## src/rtl/dma_regs_pkg.sv

```systemverilog
package dma_regs_pkg;
  localparam int DATA_W = 32;
  localparam int ALIGN_BITS = 4;
  localparam int DIR_BIT = 3;

  typedef struct packed {
    logic wrSize;
    logic wrPtr;
    logic wrCsr;
  } regStrobes_t;
endpackage

```

## src/rtl/dma_regs_ctrl.sv

```systemverilog
module dma_regs_ctrl
  import dma_regs_pkg::*;
#(
  parameter int ADDR_W = 8,
  parameter logic [ADDR_W-1:0] OFF_SIZE = 8'h8C,
  parameter logic [ADDR_W-1:0] OFF_PTR = 8'h90,
  parameter logic [ADDR_W-1:0] OFF_CSR = 8'hA8
) (
  input  logic              clk,
  input  logic              rstN,
  input  logic              wrEn,
  input  logic [ADDR_W-1:0] wrAddr,
  input  logic              cmdEnable,
  input  logic              cmdStart,
  input  logic              cmdClear,
  input  logic              engDone,
  output regStrobes_t       strobes,
  output logic              chanEnable,
  output logic              chanIdle,
  output logic              irqPend,
  output logic              engStart
);
  logic startOk;

  always_comb begin
    strobes.wrSize = wrEn && (wrAddr == OFF_SIZE);
    strobes.wrPtr  = wrEn && (wrAddr == OFF_PTR);
    strobes.wrCsr  = wrEn && (wrAddr == OFF_CSR);
  end

  // A start is accepted only when the same write keeps the channel enabled and the channel is idle.
  assign startOk = strobes.wrCsr && cmdStart && cmdEnable && chanIdle;

  always_ff @(posedge clk) begin
    if (!rstN) begin
      chanEnable <= 1'b0;
      chanIdle   <= 1'b1;
      irqPend    <= 1'b0;
      engStart   <= 1'b0;
    end else begin
      if (strobes.wrCsr) chanEnable <= cmdEnable;
      engStart <= startOk;
      if (startOk) chanIdle <= 1'b0;
      else if (engDone) chanIdle <= 1'b1;
      if (engDone) irqPend <= 1'b1;
      else if (strobes.wrCsr && cmdClear) irqPend <= 1'b0;
    end
  end

  assert_start_pulse_R5: assert property (@(posedge clk) disable iff (!rstN)
    engStart |=> !engStart);
  assert_start_busy_R5: assert property (@(posedge clk) disable iff (!rstN)
    engStart |-> !chanIdle);
  assert_no_start_disabled_R6: assert property (@(posedge clk) disable iff (!rstN)
    (strobes.wrCsr && cmdStart && !cmdEnable) |=> !engStart);
  assert_no_start_busy_R6: assert property (@(posedge clk) disable iff (!rstN)
    (!chanIdle && !engDone) |=> !engStart);
  assert_done_sets_R7: assert property (@(posedge clk) disable iff (!rstN)
    engDone |=> (irqPend && (chanIdle || engStart)));
  assert_clear_only_R8: assert property (@(posedge clk) disable iff (!rstN)
    $fell(irqPend) |-> $past(strobes.wrCsr && cmdClear));
endmodule

```

## src/rtl/dma_regs_dp.sv

```systemverilog
module dma_regs_dp
  import dma_regs_pkg::*;
#(
  parameter int ADDR_W = 8,
  parameter int SIZE_W = 23,
  parameter logic [ADDR_W-1:0] OFF_SIZE = 8'h8C,
  parameter logic [ADDR_W-1:0] OFF_PTR = 8'h90,
  parameter logic [ADDR_W-1:0] OFF_CSR = 8'hA8
) (
  input  logic              clk,
  input  logic              rstN,
  input  regStrobes_t       strobes,
  input  logic [DATA_W-1:0] wrData,
  input  logic [ADDR_W-1:0] rdAddr,
  input  logic              chanEnable,
  input  logic              chanIdle,
  output logic [DATA_W-1:0] rdData,
  output logic [SIZE_W-1:0] xferSize,
  output logic [DATA_W-1:0] descAddr,
  output logic              xferDir
);
  localparam int PTR_W = DATA_W - ALIGN_BITS;

  logic [SIZE_W-1:0] sizeReg;
  logic [PTR_W-1:0]  ptrReg;
  logic              dirReg;

  always_ff @(posedge clk) begin
    if (!rstN) begin
      sizeReg <= '0;
      ptrReg  <= '0;
      dirReg  <= 1'b0;
    end else begin
      if (strobes.wrSize) sizeReg <= wrData[SIZE_W-1:0];
      if (strobes.wrPtr) begin
        ptrReg <= wrData[DATA_W-1:ALIGN_BITS];
        dirReg <= wrData[DIR_BIT];
      end
    end
  end

  assign xferSize = sizeReg;
  assign descAddr = {ptrReg, {ALIGN_BITS{1'b0}}};
  assign xferDir  = dirReg;

  always_comb begin
    rdData = '0;
    if (rdAddr == OFF_SIZE) begin
      rdData[SIZE_W-1:0] = sizeReg;
    end else if (rdAddr == OFF_PTR) begin
      rdData = {ptrReg, dirReg, 2'b00, 1'b1};
    end else if (rdAddr == OFF_CSR) begin
      rdData[4] = chanIdle;
      rdData[0] = chanEnable;
    end
  end

  assert_size_load_R2: assert property (@(posedge clk) disable iff (!rstN)
    strobes.wrSize |=> (xferSize == $past(wrData[SIZE_W-1:0])));
  assert_ptr_load_R3: assert property (@(posedge clk) disable iff (!rstN)
    strobes.wrPtr |=> (descAddr[DATA_W-1:ALIGN_BITS] == $past(wrData[DATA_W-1:ALIGN_BITS])
                       && xferDir == $past(wrData[DIR_BIT])));
  assert_ptr_hold_R3: assert property (@(posedge clk) disable iff (!rstN)
    !strobes.wrPtr |=> $stable(descAddr));
endmodule

```

## src/rtl/dma_chan_regs.sv

```systemverilog
module dma_chan_regs
  import dma_regs_pkg::*;
#(
  parameter int ADDR_W = 8,
  parameter int SIZE_W = 23,
  parameter logic [ADDR_W-1:0] OFF_SIZE = 8'h8C,
  parameter logic [ADDR_W-1:0] OFF_PTR = 8'h90,
  parameter logic [ADDR_W-1:0] OFF_CSR = 8'hA8
) (
  input  logic              clk,
  input  logic              rstN,
  input  logic              wrEn,
  input  logic [ADDR_W-1:0] wrAddr,
  input  logic [DATA_W-1:0] wrData,
  input  logic [ADDR_W-1:0] rdAddr,
  output logic [DATA_W-1:0] rdData,
  input  logic              engDone,
  output logic              engStart,
  output logic [SIZE_W-1:0] xferSize,
  output logic [DATA_W-1:0] descAddr,
  output logic              xferDir,
  output logic              irq
);
  regStrobes_t strobes;
  logic chanEnable, chanIdle, irqPend;

  dma_regs_ctrl #(.ADDR_W(ADDR_W), .OFF_SIZE(OFF_SIZE), .OFF_PTR(OFF_PTR), .OFF_CSR(OFF_CSR)) uCtrl (
    .clk(clk), .rstN(rstN), .wrEn(wrEn), .wrAddr(wrAddr),
    .cmdEnable(wrData[0]), .cmdStart(wrData[1]), .cmdClear(wrData[3]),
    .engDone(engDone), .strobes(strobes), .chanEnable(chanEnable),
    .chanIdle(chanIdle), .irqPend(irqPend), .engStart(engStart)
  );

  dma_regs_dp #(.ADDR_W(ADDR_W), .SIZE_W(SIZE_W), .OFF_SIZE(OFF_SIZE), .OFF_PTR(OFF_PTR), .OFF_CSR(OFF_CSR)) uDp (
    .clk(clk), .rstN(rstN), .strobes(strobes), .wrData(wrData), .rdAddr(rdAddr),
    .chanEnable(chanEnable), .chanIdle(chanIdle), .rdData(rdData),
    .xferSize(xferSize), .descAddr(descAddr), .xferDir(xferDir)
  );

  assign irq = irqPend;
endmodule

```

## config.mk

```make
export PLATFORM = sky130hd
export DESIGN_NAME = dma_chan_regs
export DESIGN_NICKNAME = d
export VERILOG_FILES = /design/src/rtl/dma_regs_pkg.sv /design/src/rtl/dma_regs_ctrl.sv /design/src/rtl/dma_regs_dp.sv /design/src/rtl/dma_chan_regs.sv
export SDC_FILE = /design/constraint.sdc
export NUM_CORES = 1
export LEC_CHECK = 0
export BUFFER_PORTS_ARGS = -buffer_cell sky130_fd_sc_hd__buf_2
export CAP_MARGIN = 5
export CORE_UTILIZATION = 40
export CTS_CLUSTER_DIAMETER = 50
export DETAILED_ROUTE_END_ITERATION = 10
export PLACE_DENSITY_LB_ADDON = 0.2
export SKIP_LAST_GASP = 1
export SLEW_MARGIN = 20
export SYNTH_ARGS = -nofsm -noshare
export SYNTH_HDL_FRONTEND = slang
export SYNTH_SLANG_ARGS = --single-unit
```

## constraint.sdc

```tcl
create_clock -name clk -period 1.3 [get_ports clk]
set_input_delay 0.065 -clock clk [delete_from_list [all_inputs] [get_ports clk]]
set_output_delay 0.065 -clock clk [all_outputs]
set_load 0.005 [all_outputs]
```

Word level (Yosys, flattened, before mapping)
Cells that the tools add are included.
Operators by class
  eq/ne operators: 6
  mux-type cells: 12
  reduce and logical (&&, ||, !) cells: 9
Operators with widths (number)
  == test 8 bit (second input constant): 6
  2-to-1 mux 27 bit: 1
  2-to-1 mux 23 bit: 1
  2-to-1 mux 9 bit: 1
  2-to-1 mux 1 bit: 8
  logical AND 1 bit: 7
  nonzero test 2 bit: 2
  2-to-1 mux 3 bit: 1
Word-level totals
  register bits: 56
  input port bits: 52
  logic and storage cells: 34

Depth between registers and ports, before layout
  depth in word-level cells: 6
  mapped depth: 5

Cells and area by module
A second synthesis with hierarchy kept.
Unflattened totals
  cell total of the unflattened synthesis: 245
  area total of the unflattened synthesis: 2605.0 µm²
Modules (own cells, without submodules)
  dma_regs_dp: times used 1, cells each 222, area an instance 2373.5 µm²
  dma_regs_ctrl: times used 1, cells each 23, area an instance 231.5 µm²

Worst setup path after synthesis
No wires, ideal clock.
  path kind: input -> output
  start point: input port rdAddr[6]
  end point: output port rdData[10]
  arrival time: 1303 ps
  data required time: 1235 ps
  setup slack: -68 ps
  cell stages on the path: 4
  path through: or4b_4 > nor4b_4 > buf_6 > a22o_1
On the way
  word-level cells in the longest chain between the ends: 3
  elaborated cells on any way between the ends: 4
RTL lines
  start, declared: RTL line dma_chan_regs.sv:15  | input logic [ADDR_W-1:0] rdAddr,
  == test 8 bit: RTL line dma_regs_dp.sv:50  | end else if (rdAddr == OFF_PTR) begin
  2-to-1 mux 27 bit: RTL line dma_regs_dp.sv:50
  2-to-1 mux 23 bit (*): RTL line dma_regs_dp.sv:48  | if (rdAddr == OFF_SIZE) begin
  end, declared: RTL line dma_chan_regs.sv:16  | output logic [DATA_W-1:0] rdData,
Every way passes the cells marked *; elsewhere a longest branch is shown, timed or not.

Worst setup path after layout
  start point: input port rdAddr[6]
  end point: output port rdData[17]
The elaborated chain is that of the path after synthesis.

==> impl_results.md <==
- Hpwl dp: 4.627 mm
- Worst clock skew: 0.0007092 ns
- CTS sink cnt: 56
- Worst endpoint required time: 1.24 ns
- Unrepaired setup endpoints after global routing: true
- Cells after Synth: 277
- WS Path Type: in2out
- Syn avg cell area: 9.269 um^2
- Netlist Area Pre-Place: 2567 um^2
- Layout Area Growth over Synthesis: 36.55%
- Routed WL: 6.423 mm
- Clock latency at the later pin of the worst-skew pair: 0.30 ns
- Initial DRC count: 102
- Total track usage: 0.1942
- DRT antenna net count: 0
- Root Buffer: clkbuf_8
- Die W: 82.12 um
- Number of synthesized register bits: 56
- Vias/cell: 4.858
- Status: finished, violations left
- Yosys warns: 0
- Xor/xnor share of the synthesized area: 0
- Layout net count: 468
- Worst vdd ir: 0.4293 mV
- Fin crit share: 1.225
- CTS buffer count: 5
- CP Capture Type: output port
- Final worst setup slack: -0.2929 ns
- First-pass GRT wire length: 10.01 mm
- Core box area: 6061 um^2
- Residual DRC: 0
- Failing checks: setup timing
- Hold Crit Start: wrData[30]
- Final Setup Violations: 32
- Achievable Freq: 627.8 MHz
- Worst Setup SP: rdAddr[6]
- Port bufs: 137
- Final Critical Period: 1.593 ns
- Post-synthesis cell type count: 29
- Post-Synth Adder-Cell Area: 0
- Clock tree from TritonCTS: done
- Final hold violations: 0
- TritonRoute pass-1 iters: 4
- Row count: 28
- Vias in the first global route: 2147
- Setup Slack @ Placement: -0.3062 ns
- Die area: 6743 um^2
- Max_cap viols: 0
- Compound-gate portion of the synthesized area: 0.07992
- H-tree depth: 2
- Launching point of the worst reg2reg path: uCtrl.chanIdle
- Initial core utilization: 0.4236
- CTS max path bufs: 2
- CP max FO: 12
- Critical Path Start Type: primary input
- Slew Viols, Final: 0
- Placed Area: 3344 um^2
- Largest family of logic cells by synthesized area: simple AND/OR/NAND/NOR gates
- Tightest Hold Check Type: in2reg
- Top_reg_cell synth: dfxtp_1
- P_leak: 0.001882 uW
- Wire length per cell: 13.05 um
- Number of flops mapped to enable cells by yosys: 0
- PD cells: 838.9 nW/um^2
- Die Ht: 82.12 um
- # diodes: 0
- Mux contribution to synthesized area: 0.2066
- Initial antenna violation count: 0
- GRT overflow: 0
- Setup TNS: -8.620 ns
- Via count: 2390
- Routability cong.: 0.7332
- Clock slew at reported path FFs: 0.09 ns
- Critical Path AT: 1.53 ns
- Setup Buffers After CTS: 0
- Largest net degree at the start of global routing: 38
- Final instance area: 3506 um^2
- Async SR Flop Fraction: 0
- Fraction of final layout cells sized beyond drive strength 1: 0.3813
- Hold Worst Slack: 0.007387 ns
- IO Count: 142
- Simple-Gate Fraction of Synth Area: 0.2232
- Sequential area share after synthesis: 0.4366
path summary, 6_finish.rpt:
path	slack (ns)	cells past startpoint	end
min	0.007	3	uDp.ptrReg[26]
min reg2reg	0.47	2	uDp.ptrReg[10]
max reg2reg	0.43	2	uCtrl.chanIdle
max	-0.29	6	rdData[17]
per-stage QoR:
stage,std cells,utilization,total power [uW]
floorplan,280,-,1866
global placement,478,0.5518,1971
detailed placement,478,0.5518,1975
CTS,492,0.5784,2973
global route,492,0.5784,3075
finish,492,0.5784,2941
worst max-delay path: stages:
cell and delay, ns:
buf_2 0.10, or4b_4 0.57, nor4b_4 0.34, buf_6 0.20, a22o_1 0.14, buf_2 0.11
sequential cells by signal (all words and copies together), names as in the netlist:
name	cells
uCtrl.chanEnable	1
uCtrl.chanIdle	1
uCtrl.engStart	1
uCtrl.irqPend	1
uDp.ptrReg	28
uDp.xferDir	1
uDp.xferSize	23
metal layers:
metal | vias to the layer above | track usage | wire length [um]
met3 | 8 | 0.05165 | 403
met1 | 1072 | 0.2469 | 2915
met2 | 94 | 0.3174 | 3030
met5 | - | 0 | 0
li1 | 1216 | - | -
met4 | 0 | 0.06491 | 73
power by group:
group	switching, uW	internal, uW
Sequential	2.56	1720
Clock	557	434
Combinational	118	111
Total	677	2260
repair_timing:
item                                    CTS  global route
endpoints found under the setup margin   32            32
hold endpoints to repair                  6             0
pin swaps                                 0             0
hold buffers                              6             0
resized for setup                         2             0
layout make-up:
| class | instances | area (um^2) |
|---|---|---|
| flip-flops and latches | 56 | 1121 |
| multi-input cells | 199 | 1324 |
| well taps | 75 | 93.84 |
| clock inverters | 1 | 7.507 |
| fillers | 561 | 2555 |
| repair buffers | 154 | 873.3 |
| clock buffers | 7 | 86.33 |
synth_stat cells, types with 2 or more instances:
library cell | instances | area [um^2]
nand4_1 | 2 | 12.51
buf_4 | 4 | 30.03
nand2b_1 | 3 | 18.77
clkbuf_1 | 10 | 37.54
and2_1 | 12 | 75.07
dfxtp_1 | 56 | 1121
buf_2 | 8 | 40.04
a22o_1 | 19 | 166.4
buf_6 | 2 | 22.52
nor2_1 | 4 | 15.01
nand2_1 | 85 | 319.1
nand3b_1 | 3 | 22.52
mux2i_1 | 53 | 530.5
placed cells by master, fill, tap and decap left out, types with 2 or more instances in the layout:
master         count
buf_2            137
nand2_1           85
dfxtp_1           56
mux2i_1           53
a22o_1            19
and2_1            12
clkbuf_8           6
dlygate4sd3_1      6
buf_4              6
nor2_1             4
conb_1             4
nand2b_1           3
nand3b_1           3
buf_12             3
nand4_1            2
buf_6              2
cell families after synthesis:
kind of cell,Yosys count
AO/OA/AOI/OAI,23
buffers and inverters,25
flip-flops,56
multiplexers,53
other,1
AND/OR/NAND/NOR,119
(Power assumes the default switching activity.)
